<file path="src/rtl/lr_pkg.sv">
package lr_pkg;
    typedef enum logic [0:0] {
        LR_WATCH  = 1'b0,
        LR_REPLAY = 1'b1
    } lr_state_e;
endpackage

</file>
<file path="src/rtl/lr_window.sv">
// History of the most recent decoded instructions; slot 0 is the youngest.
module lr_window #(
    parameter int IW    = 32,
    parameter int DEPTH = 6,
    parameter int PW    = 3,
    parameter int CW    = 3
) (
    input  logic          clk,
    input  logic          rst_n,
    input  logic          clear,
    input  logic          shift_en,
    input  logic [IW-1:0] din,
    input  logic [PW-1:0] rd_idx,
    output logic [IW-1:0] rd_data,
    output logic [CW-1:0] cnt
);
    logic [IW-1:0] slot_q [DEPTH];
    logic [CW-1:0] cnt_q;

    always_ff @(posedge clk) begin
        if (!rst_n) begin
            for (int i = 0; i < DEPTH; i++) slot_q[i] <= '0;
        end else if (shift_en && !clear) begin
            slot_q[0] <= din;
            for (int i = 1; i < DEPTH; i++) slot_q[i] <= slot_q[i-1];
        end
    end

    always_ff @(posedge clk) begin
        if (!rst_n || clear)
            cnt_q <= '0;
        else if (shift_en && (cnt_q < CW'(DEPTH)))
            cnt_q <= cnt_q + CW'(1);
    end

    always_comb begin
        rd_data = '0;
        for (int i = 0; i < DEPTH; i++)
            if (rd_idx == PW'(i)) rd_data = slot_q[i];
    end

    assign cnt = cnt_q;
endmodule

</file>
<file path="src/rtl/lr_detect.sv">
// Decides whether a decoded instruction closes a loop held in the window.
module lr_detect #(
    parameter int DW    = 8,
    parameter int DEPTH = 6,
    parameter int PW    = 3,
    parameter int CW    = 3
) (
    input  logic          dec_valid,
    input  logic          dec_is_branch,
    input  logic          dec_pred_taken,
    input  logic [DW-1:0] dec_disp,
    input  logic [CW-1:0] hist_cnt,
    output logic          hit,
    output logic [PW-1:0] start
);
    localparam logic [DW-1:0] MAX_MAG = DW'(DEPTH - 1);

    logic [DW-1:0] mag;
    logic          in_range;

    always_comb begin
        mag      = -dec_disp;
        in_range = (dec_disp == '0) ||
                   (dec_disp[DW-1] && !mag[DW-1] && (mag <= MAX_MAG));
        start    = in_range ? mag[PW-1:0] : '0;
        hit      = dec_valid && dec_is_branch && dec_pred_taken && in_range &&
                   (hist_cnt >= CW'(start));
    end
endmodule

</file>
<file path="src/rtl/lr_seq.sv">
// Replay pointer: counts down from the target age to the branch, then wraps.
module lr_seq #(
    parameter int PW = 3
) (
    input  logic          clk,
    input  logic          rst_n,
    input  logic          load,
    input  logic [PW-1:0] start_in,
    input  logic          advance,
    output logic [PW-1:0] ptr
);
    logic [PW-1:0] ptr_q;
    logic [PW-1:0] start_q;

    always_ff @(posedge clk) begin
        if (!rst_n) begin
            ptr_q   <= '0;
            start_q <= '0;
        end else if (load) begin
            ptr_q   <= start_in;
            start_q <= start_in;
        end else if (advance) begin
            ptr_q   <= (ptr_q == '0) ? start_q : ptr_q - PW'(1);
        end
    end

    assign ptr = ptr_q;
endmodule

</file>
<file path="src/rtl/loop_replay_ctrl.sv">
module loop_replay_ctrl
    import lr_pkg::*;
#(
    parameter int IW    = 32,
    parameter int DW    = 8,
    parameter int DEPTH = 6
) (
    input  logic          clk,
    input  logic          rst_n,
    input  logic          dec_valid,
    input  logic [IW-1:0] dec_instr,
    input  logic          dec_is_branch,
    input  logic          dec_pred_taken,
    input  logic [DW-1:0] dec_disp,
    input  logic          res_valid,
    input  logic          res_taken,
    input  logic          res_mispredict,
    input  logic          irq,
    input  logic          ext_flush,
    output logic          fetch_hold,
    output logic          replay_valid,
    output logic [IW-1:0] replay_instr,
    output logic          flush_out,
    output logic          resume_fallthru
);
    localparam int PW = (DEPTH > 1) ? $clog2(DEPTH) : 1;
    localparam int CW = $clog2(DEPTH + 1);

    lr_state_e     state_q, state_d;
    logic          kill, clear, hit, shift_en, load;
    logic [PW-1:0] start, ptr;
    logic [CW-1:0] hist_cnt;
    logic [IW-1:0] rd_data;

    assign kill      = irq || ext_flush;
    assign flush_out = res_valid &&
                       (res_mispredict || ((state_q == LR_REPLAY) && !res_taken));
    assign clear     = kill || flush_out;
    assign shift_en  = (state_q == LR_WATCH) && dec_valid && !clear;
    assign load      = (state_q == LR_WATCH) && hit && !clear;

    lr_window #(.IW(IW), .DEPTH(DEPTH), .PW(PW), .CW(CW)) u_window (
        .clk      (clk),
        .rst_n    (rst_n),
        .clear    (clear),
        .shift_en (shift_en),
        .din      (dec_instr),
        .rd_idx   (ptr),
        .rd_data  (rd_data),
        .cnt      (hist_cnt)
    );

    lr_detect #(.DW(DW), .DEPTH(DEPTH), .PW(PW), .CW(CW)) u_detect (
        .dec_valid      (dec_valid),
        .dec_is_branch  (dec_is_branch),
        .dec_pred_taken (dec_pred_taken),
        .dec_disp       (dec_disp),
        .hist_cnt       (hist_cnt),
        .hit            (hit),
        .start          (start)
    );

    lr_seq #(.PW(PW)) u_seq (
        .clk      (clk),
        .rst_n    (rst_n),
        .load     (load),
        .start_in (start),
        .advance  (state_q == LR_REPLAY),
        .ptr      (ptr)
    );

    // state register
    always_ff @(posedge clk) begin
        if (!rst_n) state_q <= LR_WATCH;
        else        state_q <= state_d;
    end

    // next state
    always_comb begin
        state_d = state_q;
        unique case (state_q)
            LR_WATCH:  if (load)  state_d = LR_REPLAY;
            LR_REPLAY: if (clear) state_d = LR_WATCH;
            default:              state_d = LR_WATCH;
        endcase
    end

    // outputs
    always_comb begin
        fetch_hold      = 1'b0;
        replay_valid    = 1'b0;
        replay_instr    = '0;
        resume_fallthru = 1'b0;
        unique case (state_q)
            LR_WATCH: ;
            LR_REPLAY: begin
                fetch_hold      = 1'b1;
                replay_valid    = 1'b1;
                replay_instr    = rd_data;
                resume_fallthru = res_valid && !res_taken && !res_mispredict && !kill;
            end
            default: ;
        endcase
    end
endmodule

</file>
<file path="config.mk">
export PLATFORM = sky130hd
export DESIGN_NAME = loop_replay_ctrl
export DESIGN_NICKNAME = d
export VERILOG_FILES = /design/src/rtl/lr_pkg.sv /design/src/rtl/lr_window.sv /design/src/rtl/lr_detect.sv /design/src/rtl/lr_seq.sv /design/src/rtl/loop_replay_ctrl.sv
export SDC_FILE = /design/constraint.sdc
export NUM_CORES = 1
export LEC_CHECK = 0
export ABC_CLOCK_PERIOD_IN_PS = 28500
export BUFFER_PORTS_ARGS = -buffer_cell sky130_fd_sc_hd__clkbuf_2
export CELL_PAD_IN_SITES_DETAIL_PLACEMENT = 0
export CELL_PAD_IN_SITES_GLOBAL_PLACEMENT = 1
export CORE_ASPECT_RATIO = 1.4
export CORE_MARGIN = 5
export CORE_UTILIZATION = 35
export DETAILED_ROUTE_END_ITERATION = 8
export PLACE_DENSITY_LB_ADDON = 0.1
export RECOVER_POWER = 25
export SLEW_MARGIN = 20
export SYNTH_ARGS = -nofsm -noshare
export SYNTH_HDL_FRONTEND = slang
export SYNTH_HIERARCHICAL = 1
export SYNTH_SLANG_ARGS = --single-unit
</file>
<file path="constraint.sdc">
create_clock -name clk -period 28.5 [get_ports clk]
set_clock_uncertainty 0.1 [all_clocks]
set_input_delay 5.7 -clock clk [delete_from_list [all_inputs] [get_ports clk]]
set_output_delay 5.7 -clock clk [all_outputs]
set_load 0.02 [all_outputs]
</file>
==> reports/qor.txt, run 1 <==
status -> finished, violations left
failing checks -> max-capacitance violations, max-slew violations
top_reg_cell synth -> edfxtp_1
CTS Root Cell -> clkbuf_16
Power Dens Cells -> 56.6 nW/um^2
P&R area growth vs syn -> 14.4%
maxcap violations -> 2
final core occ -> 40.6%
Die Span X -> 153 um
vias in the first global route -> 6744
Cells after Synth -> 850
first-pass GRT wire length -> 37100 um
final wirelength -> 23300 um
Clock transition at path regs -> 0.05 ns
Worst EP arrival -> 6.44 ns
vias per cell -> 5.15
Netlist cell types -> 48
fmax -> 81.7 MHz
# nets final -> 971
top-area cell type share of the netlist area -> 57.2%
initial antenna violation count -> 0
unrepaired setup endpoints after global routing -> no
count leader, synth -> and2_1
clock sink count -> 202
Hold Crit Class -> flip-flop to flip-flop
GRT Overall Usage -> 14.0%
layout cells sized above 1 -> 16.4%
Critical Path Source Type -> input port
register area share after synthesis -> 59.2%
Die ar. -> 32300 um^2
core area -> 28400 um^2
final total power -> 0.652 mW
cell leakage power -> 4.24 nW
GR Overflow Total -> 0
flop-to-flop setup slack -> 23.26 ns
Clock Latency Late Sink -> 0.50 ns
syn nets -> 909
Synth Register Bits -> 202
FFs w/ async S/R, synth -> 0%
Initial Utilization -> 35.5%
row count -> 73
Synth top cells by count -> 228 x and2_1, 192 x edfxtp_1, 98 x nor2_1
ANT nets after route -> 0
PostCTS Resize Cnt -> 0
leading area contributor after synthesis -> edfxtp_1
First DRT Iteration DRCs -> 480
relative slew slack -> -151%
Post-route DRC -> 0
WHS -> 0.382 ns
period utilization -> 42.9%
peak supply drop -> 34.0 uV
Antenna diodes -> 0
Max FO, Critical Path -> 3
dpl ws -> 16.25 ns
Die Span Y -> 211 um
Hold Fails Final Rpt -> 0
CP endpoint kind -> output port
EDFF count, synth -> 192
htree depth -> 1
Top Ports -> 86
Wirelength per Cell -> 17.9 um
WP data required -> 22.70 ns
PortBufs -> 85
Finish-stage setup viols -> 0
yosys warns -> 6
postcts setup bufs -> 0
Syn Area/Cell -> 11.8 um^2
CTS Buf Count -> 24
via count -> 6710
kind of critical path -> input port to output port
final setup TNS -> 0 ns
mapped cell area -> 10100 um^2
largest net degree at the start of global routing -> 193
cts hold-fix bufs -> 0
max-slew violation count -> 194
CTS Buffer Depth -> 3
final worst slack -> 16.26 ns
Pre-Repair DR Iteration Count -> 5
CTS tree -> built
HPWL Detailed -> 12600 um
gpl congestion -> 0.726
Worst Tran Pin Value -> 3.76 ns
ranking of synthesized cells by area -> edfxtp_1 57%, and2_1 14%, nor2_1 3.7%, mux2i_1 3.5%, a211oi_1 3.3%
Period minus WS final -> 12.24 ns
## critical path: stages
cell	delay (ns)
clkbuf_2	0.09
nor2_1	0.26
and4b_1	0.23
clkbuf_2	0.17
## per-layer routing
metal  GRT usage (%)  part of all wire, %  vias up
li1                -                    -     3168
met1            19.3                   46     3335
met2            23.3                   48      183
met3            2.34                  5.4       24
met4            3.29                  1.5        0
met5               0                    0        -
## power breakdown
group | internal [mW] | switching (mW)
Sequential | 0.336 | 0.00672
Combinational | 0.0108 | 0.0151
Clock | 0.168 | 0.115
## cells by family after synthesis
family,share of synthesized area [%]
muxes,3.59
AOI/OAI and AO/OA,9.90
adders and majority gates,1.12
xor gates and xnor gates,0.174
buffers and inverters,3.09
DFF,59.2
and+or+nand+nor,22.9
## path summary, 6_finish.rpt
path | from | end | cells after the start
worst max-delay path | ext_flush | resume_fallthru | 4
worst min register to register | u_seq/start_q[0]$_SDFFE_PN0P_ | u_seq/start_q[0]$_SDFFE_PN0P_ | 2
worst min-delay path | u_seq/start_q[0]$_SDFFE_PN0P_ | u_seq/start_q[0]$_SDFFE_PN0P_ | 2
worst max register to register | state_q$_SDFF_PN0_ | u_window/slot_q[0][27]$_SDFFCE_PN0P_ | 6
## state kept, by name, indices dropped and copies added (netlist names)
register / flops
state_q: 1
u_seq/start_q: 3
u_seq/ptr: 3
u_window/slot_q: 192
u_window/cnt: 3
## metrics by stage
step                instance area [um^2]  cells
floorplan                          10100    850
global placement                   10800   1260
detailed placement                 10800   1260
CTS                                11500   1302
global route                       11500   1303
finish                             11500   1303
## final cells by class
| type | instances | area (um^2) |
|---|---|---|
| Multi-Input combinational cell | 580 | 3810 |
| Timing Repair Buffer | 94 | 509 |
| Sequential cell | 202 | 5970 |
| Fill cell | 2738 | 16900 |
| Tap cell | 375 | 469 |
| Clock buffer | 33 | 656 |
| Inverter | 10 | 37.5 |
| Clock inverter | 9 | 61.3 |
## cells in the final DEF, fill, tap and decap left out, types with 21 or more instances in the layout
cell type	instances
clkbuf_2	84
mux2i_1	35
a21oi_1	36
clkbuf_16	25
and2_1	184
nand2b_1	22
nor2_1	97
a211oi_1	44
edfxtp_1	192
and2_0	44
a221oi_1	21
Power figures use the tool's default switching activity.
==> run 2: changes to the inputs <==
- ABC_CLOCK_PERIOD_IN_PS: 28500 -> 11600
- clock period: 28.5 -> 11.6 ns (I/O delays scaled with it)
==> run 2 against run 1 <==
Against the previous run:
- the flow still finishes with violations (max-capacitance violations, max-slew violations)
- combinational power grew 150%
- routed wire length grew 0.12%
- register-to-register slack lost 17 ns
- critical path type is now input port to flip-flop
- core utilization shrank 0.079 points
- via count shrank 1.3%
- setup slack lost 11 ns
- largest power group unchanged
- first-iteration DRC count shrank 16%
- global-route usage grew 0.11 points
==> reports/qor.txt, run 2 (same netlist as run 1, synthesis figures left out) <==
Power Dens Cells -> 140 nW/um^2 (was 56.6 nW/um^2)
Clock Latency Late Sink -> 0.51 ns (was 0.50 ns)
commonest non-fill, non-tap cell in the layout -> edfxtp_1 (unchanged)
final setup TNS -> 0 ns (unchanged)
PortBufs -> 85 (unchanged)
cell leakage power -> 4.23 nW (was 4.24 nW)
relative slew slack -> -182% (was -151%)
Clock transition at path regs -> 0.05 ns (about the same)
Pre-Repair DR Iteration Count -> 5 (unchanged)
maxcap violations -> 2 (unchanged)
dpl ws -> 5.98 ns (was 16.25 ns)
Initial Utilization -> 35.5% (unchanged)
postcts setup bufs -> 0 (unchanged)
Pint -> 1.26 mW (was 0.515 mW)
ANT nets after route -> 0 (unchanged)
HPWL Detailed -> 12700 um (was 12600 um)
switching pwr -> 0.342 mW (was 0.137 mW)
kind of critical path -> input port to flip-flop (was input port to output port)
Die Span Y -> 211 um (unchanged)
Worst R2R Start -> state_q$_SDFF_PN0_ (unchanged)
first-pass GRT wire length -> 37600 um (was 37100 um)
Hold Fails Final Rpt -> 0 (unchanged)
vias in the first global route -> 6853 (was 6744)
Critical R2R Capture -> u_window/slot_q[0][12]$_SDFFCE_PN0P_ (was u_window/slot_q[0][27]$_SDFFCE_PN0P_)
part of the power in registers -> 52.5% (was 52.6%)
First DRT Iteration DRCs -> 401 (was 480)
final total power -> 1.61 mW (was 0.652 mW)
P&R area growth vs syn -> 14.2% (was 14.4%)
most frequent cells in the layout -> 192 x edfxtp_1, 185 x and2_1, 97 x nor2_1 (was 192 x edfxtp_1, 184 x and2_1, 97 x nor2_1)
GRT Overall Usage -> 14.1% (was 14.0%)
crit path cell chain -> clkbuf_1 > a2111oi_0 > and2_0 > inv_1 > nor2_4 > clkbuf_1 > and2_1 (was clkbuf_2 > nor2_1 > and4b_1 > clkbuf_2)
largest net degree at the start of global routing -> 193 (unchanged)
Period minus WS final -> 6.66 ns
# nets final -> 969 (was 971)
layout cells sized above 1 -> 16.2% (was 16.4%)
final core occ -> 40.5% (was 40.6%)
Worst Tran Pin Value -> 4.23 ns (was 3.76 ns)
HP Start -> u_seq/start_q[0]$_SDFFE_PN0P_ (unchanged)
Worst EP arrival -> 6.92 ns (was 6.44 ns)
Antenna diodes -> 0 (unchanged)
period utilization -> 57.5%
Worst path top cell family by delay -> buffers and inverters (was simple AND/OR/NAND/NOR gates)
htree depth -> 1 (unchanged)
switch share -> 21.3% (was 20.9%)
largest reg by FF count -> u_window/slot_q (unchanged)
status -> finished, violations left (unchanged)
unrepaired setup endpoints after global routing -> no (unchanged)
final wirelength -> 23300 um (about the same)
failing checks -> max-capacitance violations, max-slew violations (unchanged)
slowest library cell on the worst path -> clkbuf_1 (was nor2_1)
Max FO, Critical Path -> 122 (was 3)
clock sink count -> 202 (unchanged)
GR Overflow Total -> 0 (unchanged)
CTS Buffer Depth -> 3 (unchanged)
initial antenna violation count -> 0 (unchanged)
Comb pwr share -> 4.0% (about the same)
CTS tree -> built (unchanged)
Clk network pwr share -> 43.6% (was 43.4%)
Min-Delay Path Depth -> 2 (unchanged)
CTS Root Cell -> clkbuf_16 (unchanged)
flop-to-flop setup slack -> 6.14 ns (was 23.26 ns)
peak supply drop -> 73.0 uV (was 34.0 uV)
core area -> 28400 um^2 (unchanged)
worst reg-to-reg path cell count -> 6 (unchanged)
Wirelength per Cell -> 17.9 um (about the same)
Post-route DRC -> 0 (unchanged)
Worst path most repeated cell -> clkbuf_1 (was clkbuf_2)
Critical Path Source Type -> input port (unchanged)
gpl congestion -> 0.737 (was 0.726)
final worst slack -> 4.94 ns (was 16.26 ns)
Hold Crit Class -> flip-flop to flip-flop (unchanged)
CTS Buf Count -> 24 (unchanged)
CP endpoint kind -> flip-flop (was output port)
WP data required -> 11.86 ns (was 22.70 ns)
row count -> 73 (unchanged)
vias per cell -> 5.09 (was 5.15)
worst stage delay on the critical path -> 2.96 ns (was 0.26 ns)
WHS Endpoint -> u_seq/start_q[0]$_SDFFE_PN0P_ (unchanged)
max reg flops -> 192 (unchanged)
Die Span X -> 153 um (unchanged)
CP Buf/Inv Count -> 3 (was 2)
WHS -> 0.394 ns (was 0.382 ns)
Top Ports -> 86 (unchanged)
Finish-stage setup viols -> 0 (unchanged)
cts hold-fix bufs -> 0 (unchanged)
Die ar. -> 32300 um^2 (unchanged)
PostCTS Resize Cnt -> 0 (unchanged)
max-slew violation count -> 194 (unchanged)
via count -> 6622 (was 6710)
fmax -> 150 MHz
[run 2: stage by stage]
step | instances | area (um^2)
6_report | 1301 | 11500
3_3_place_gp | 1259 | 10800
4_1_cts | 1301 | 11500
2_1_floorplan | 850 | 10100
5_1_grt | 1301 | 11500
3_5_place_dp | 1259 | 10800
[run 2: worst max path at each step]
stage,from,to,cells past startpoint
finish,res_valid,u_window/slot_q[0][12]$_SDFFCE_PN0P_,7
global route,res_valid,u_window/slot_q[0][12]$_SDFFCE_PN0P_,7
CTS,u_seq/ptr[1]$_SDFFE_PN0P_,replay_instr[4],6
detailed placement,dec_disp[2],u_seq/ptr[2]$_SDFFE_PN0P_,15
global placement,u_seq/ptr[1]$_SDFFE_PN0P_,replay_instr[0],6
floorplan,res_valid,u_window/slot_q[0][0]$_SDFFCE_PN0P_,4
[run 2: area by class of cell]
type / instances / area [um^2]
Clock buffer: 32 / 652
Clock inverter: 10 / 63.8
Fill cell: 2743 / 16900
Inverter: 10 / 37.5
Multi-Input combinational cell: 580 / 3810
Sequential cell: 202 / 5980
Tap cell: 375 / 469
Timing Repair Buffer: 92 / 482
[run 2: layer usage]
metal / share of wire (%) / vias up / wire [um] / track usage (%)
met5: 0 / - / 0 / 0
met4: 2.1 / 0 / 482 / 3.72
met3: 4.1 / 31 / 961 / 2.05
met2: 48 / 153 / 11300 / 23.9
met1: 45 / 3283 / 10600 / 19.2
li1: - / 3155 / - / -
[run 2: worst reg2reg max path: cells and delay by family (launching register included)]
kind            cells  cell delay (ns)
simple gates        3             0.89
flops               1             0.61
buf+inv             2             3.12
compound gates      1             0.59
[run 2: power by group through the flow]
stage	combinational (mW)	clock [mW]	sequential, mW
2_1_floorplan	0.0431	0	0.857
3_3_place_gp	0.0628	0	0.856
3_5_place_dp	0.0648	0	0.857
4_1_cts	0.0651	0.727	0.843
5_1_grt	0.0725	0.757	0.846
6_report	0.0635	0.700	0.843
==> run 3: changes to the inputs <==
- ABC_CLOCK_PERIOD_IN_PS: 11600 -> 6610
- clock period: 11.6 -> 6.61 ns (I/O delays scaled with it)
==> run 3 against run 2 <==
Against the previous run:
- sequential cell count unchanged
- largest cell class unchanged
- critical endpoint is now u_window/slot_q[0][19]$_SDFFCE_PN0P_
- worst hold slack improved by 0.0045 ns
- highest routed layer unchanged
- setup slack got worse by 3.2 ns
- cell area decreased by 0.21%
- routed wire length increased by 0.96%
- sequential share of layout area increased by 0.097 points
- the flow still finishes with violations (max-capacitance violations, max-slew violations)
- via count increased by 0.62%
- largest power group unchanged
==> reports/qor.txt, run 3 (same netlist as run 1, synthesis figures left out) <==
worst stage delay on the critical path -> 1.95 ns (was 2.96 ns)
maxcap violations -> 3 (was 2)
gpl congestion -> 0.739 (was 0.737)
final setup TNS -> 0 ns (unchanged)
final non-filler cell area -> 11500 um^2 (about the same)
WHS -> 0.399 ns (was 0.394 ns)
status -> finished, violations left (unchanged)
Hold Fails Final Rpt -> 0 (unchanged)
cts hold-fix bufs -> 0 (unchanged)
crit path cell chain -> and2b_1 > o21a_2 > nand2b_1 > nand2b_1 > nor2_4 > clkbuf_1 > and2_0 (was clkbuf_1 > a2111oi_0 > and2_0 > inv_1 > nor2_4 > clkbuf_1 > and2_1)
HP Start -> u_seq/start_q[0]$_SDFFE_PN0P_ (unchanged)
ANT nets after route -> 0 (unchanged)
Die Span Y -> 211 um (unchanged)
First DRT Iteration DRCs -> 441 (was 401)
WHS Endpoint -> u_seq/start_q[0]$_SDFFE_PN0P_ (unchanged)
peak supply drop -> 136 uV (was 73.0 uV)
CTS Buffer Depth -> 3 (unchanged)
Critical R2R Capture -> u_window/slot_q[0][19]$_SDFFCE_PN0P_ (was u_window/slot_q[0][12]$_SDFFCE_PN0P_)
Min-Delay Path Depth -> 2 (unchanged)
Clock Latency Late Sink -> 0.50 ns (was 0.51 ns)
Top Layer Used -> met4 (unchanged)
vias per cell -> 5.13 (was 5.09)
htree depth -> 1 (unchanged)
via count -> 6663 (was 6622)
largest net degree at the start of global routing -> 193 (unchanged)
cell leakage power -> 4.22 nW (was 4.23 nW)
most frequent cells in the layout -> 192 x edfxtp_1, 184 x and2_1, 97 x nor2_1 (was 192 x edfxtp_1, 185 x and2_1, 97 x nor2_1)
Period minus WS final -> 4.84 ns
initial antenna violation count -> 0 (unchanged)
Power Dens Cells -> 243 nW/um^2 (was 140 nW/um^2)
Hold Crit Class -> flip-flop to flip-flop (unchanged)
row count -> 73 (unchanged)
kind of critical path -> flip-flop to flip-flop (was input port to flip-flop)
routed metal-1 wirelength -> 10500 um (was 10600 um)
Post-route DRC -> 0 (unchanged)
postcts setup bufs -> 0 (unchanged)
DR WL met3 -> 1050 um (was 961 um)
placed cell area -> 10800 um^2 (about the same)
Pre-Repair DR Iteration Count -> 4 (was 5)
final total power -> 2.79 mW (was 1.61 mW)
GRT Overall Usage -> 14.2% (was 14.1%)
Finish-stage setup viols -> 0 (unchanged)
clock sink count -> 202 (unchanged)
CP endpoint kind -> flip-flop (unchanged)
dpl ws -> 2.04 ns (was 5.98 ns)
failing checks -> max-capacitance violations, max-slew violations (unchanged)
HPWL Detailed -> 12700 um (about the same)
Worst Tran Pin Value -> 2.78 ns (was 4.23 ns)
unrepaired setup endpoints after global routing -> no (unchanged)
Worst path top cell family by delay -> buffers and inverters (unchanged)
CP Buf/Inv Count -> 1 (was 3)
layout cells sized above 1 -> 16.4% (was 16.2%)
final worst slack -> 1.77 ns (was 4.94 ns)
Worst path most repeated cell -> nand2b_1 (was clkbuf_1)
CTS Buf Count -> 23 (was 24)
CTS tree -> built (unchanged)
PortBufs -> 85 (unchanged)
period utilization -> 73.2%
slowest library cell on the worst path -> clkbuf_1 (unchanged)
Wirelength per Cell -> 18.2 um (was 17.9 um)
# nets final -> 969 (unchanged)
WL met2 -> 11500 um (was 11300 um)
first-pass GRT wire length -> 37800 um (was 37600 um)
Initial Utilization -> 35.5% (unchanged)
Die Span X -> 153 um (unchanged)
largest reg by FF count -> u_window/slot_q (unchanged)
Die ar. -> 32300 um^2 (unchanged)
commonest non-fill, non-tap cell in the layout -> edfxtp_1 (unchanged)
Max FO, Critical Path -> 78 (was 122)
core area -> 28400 um^2 (unchanged)
Clock transition at path regs -> 0.06 ns (was 0.05 ns)
max reg flops -> 192 (unchanged)
Critical Path Source Type -> flip-flop (was input port)
relative slew slack -> -85.0% (was -182%)
vias in the first global route -> 6933 (was 6853)
max-slew violation count -> 238 (was 194)
flop-to-flop setup slack -> 1.77 ns (was 6.14 ns)
GR Overflow Total -> 0 (unchanged)
Worst EP arrival -> 5.09 ns (was 6.92 ns)
CTS Root Cell -> clkbuf_16 (unchanged)
Top Ports -> 86 (unchanged)
Antenna diodes -> 0 (unchanged)
PostCTS Resize Cnt -> 0 (unchanged)
P&R area growth vs syn -> 13.9% (was 14.2%)
WP data required -> 6.86 ns (was 11.86 ns)
worst reg-to-reg path cell count -> 7 (was 6)
final wirelength -> 23600 um (was 23300 um)
Worst R2R Start -> state_q$_SDFF_PN0_ (unchanged)
fmax -> 207 MHz
[run 3: metrics by stage]
step,std cells,util [%]
final,1298,40.4
after global routing,1298,40.4
after CTS,1298,40.4
after detailed placement,1260,38.0
after global placement,1260,38.0
after floorplan,850,-
[run 3: metal layers]
metal,up-vias,GRT usage (%)
met5,-,0
met4,0,3.60
met3,34,2.34
met2,144,24.4
met1,3319,18.8
li1,3166,-
[run 3: how the worst max path moves through the flow]
stage                              startpoint                              endpoint  cells after the start  slack [ns]
finish                     state_q$_SDFF_PN0_  u_window/slot_q[0][19]$_SDFFCE_PN0P_                      7        1.77
CTS                 u_seq/ptr[0]$_SDFFE_PN0P_                      replay_instr[12]                      5        2.03
floorplan                           res_valid   u_window/slot_q[0][0]$_SDFFCE_PN0P_                      4        0.97
global route               state_q$_SDFF_PN0_  u_window/slot_q[0][81]$_SDFFCE_PN0P_                      7        1.24
detailed placement                dec_disp[4]             u_seq/ptr[2]$_SDFFE_PN0P_                     13        2.04
global placement                  dec_disp[2]             u_seq/ptr[2]$_SDFFE_PN0P_                     13        2.17
[run 3: final cells by class]
class                           instances  area [um^2]
Sequential cell                       202         5980
Timing Repair Buffer                   93          492
Clock buffer                           30          602
Clock inverter                          8         83.8
Inverter                               10         37.5
Fill cell                            2778        16900
Tap cell                              375          469
Multi-Input combinational cell        580         3810
[run 3: power breakdown]
group | switching, mW | internal (mW) | leakage, nW
clock | 0.487 | 0.711 | 0.332
sequential | 0.0289 | 1.45 | 2.05
combinational | 0.0657 | 0.0465 | 1.84
[run 3: tightest hold or removal path: stages, from the launching register on]
cell and delay (ns):
dfxtp_1 0.31, nand2_1 0.06, a21boi_0 0.07
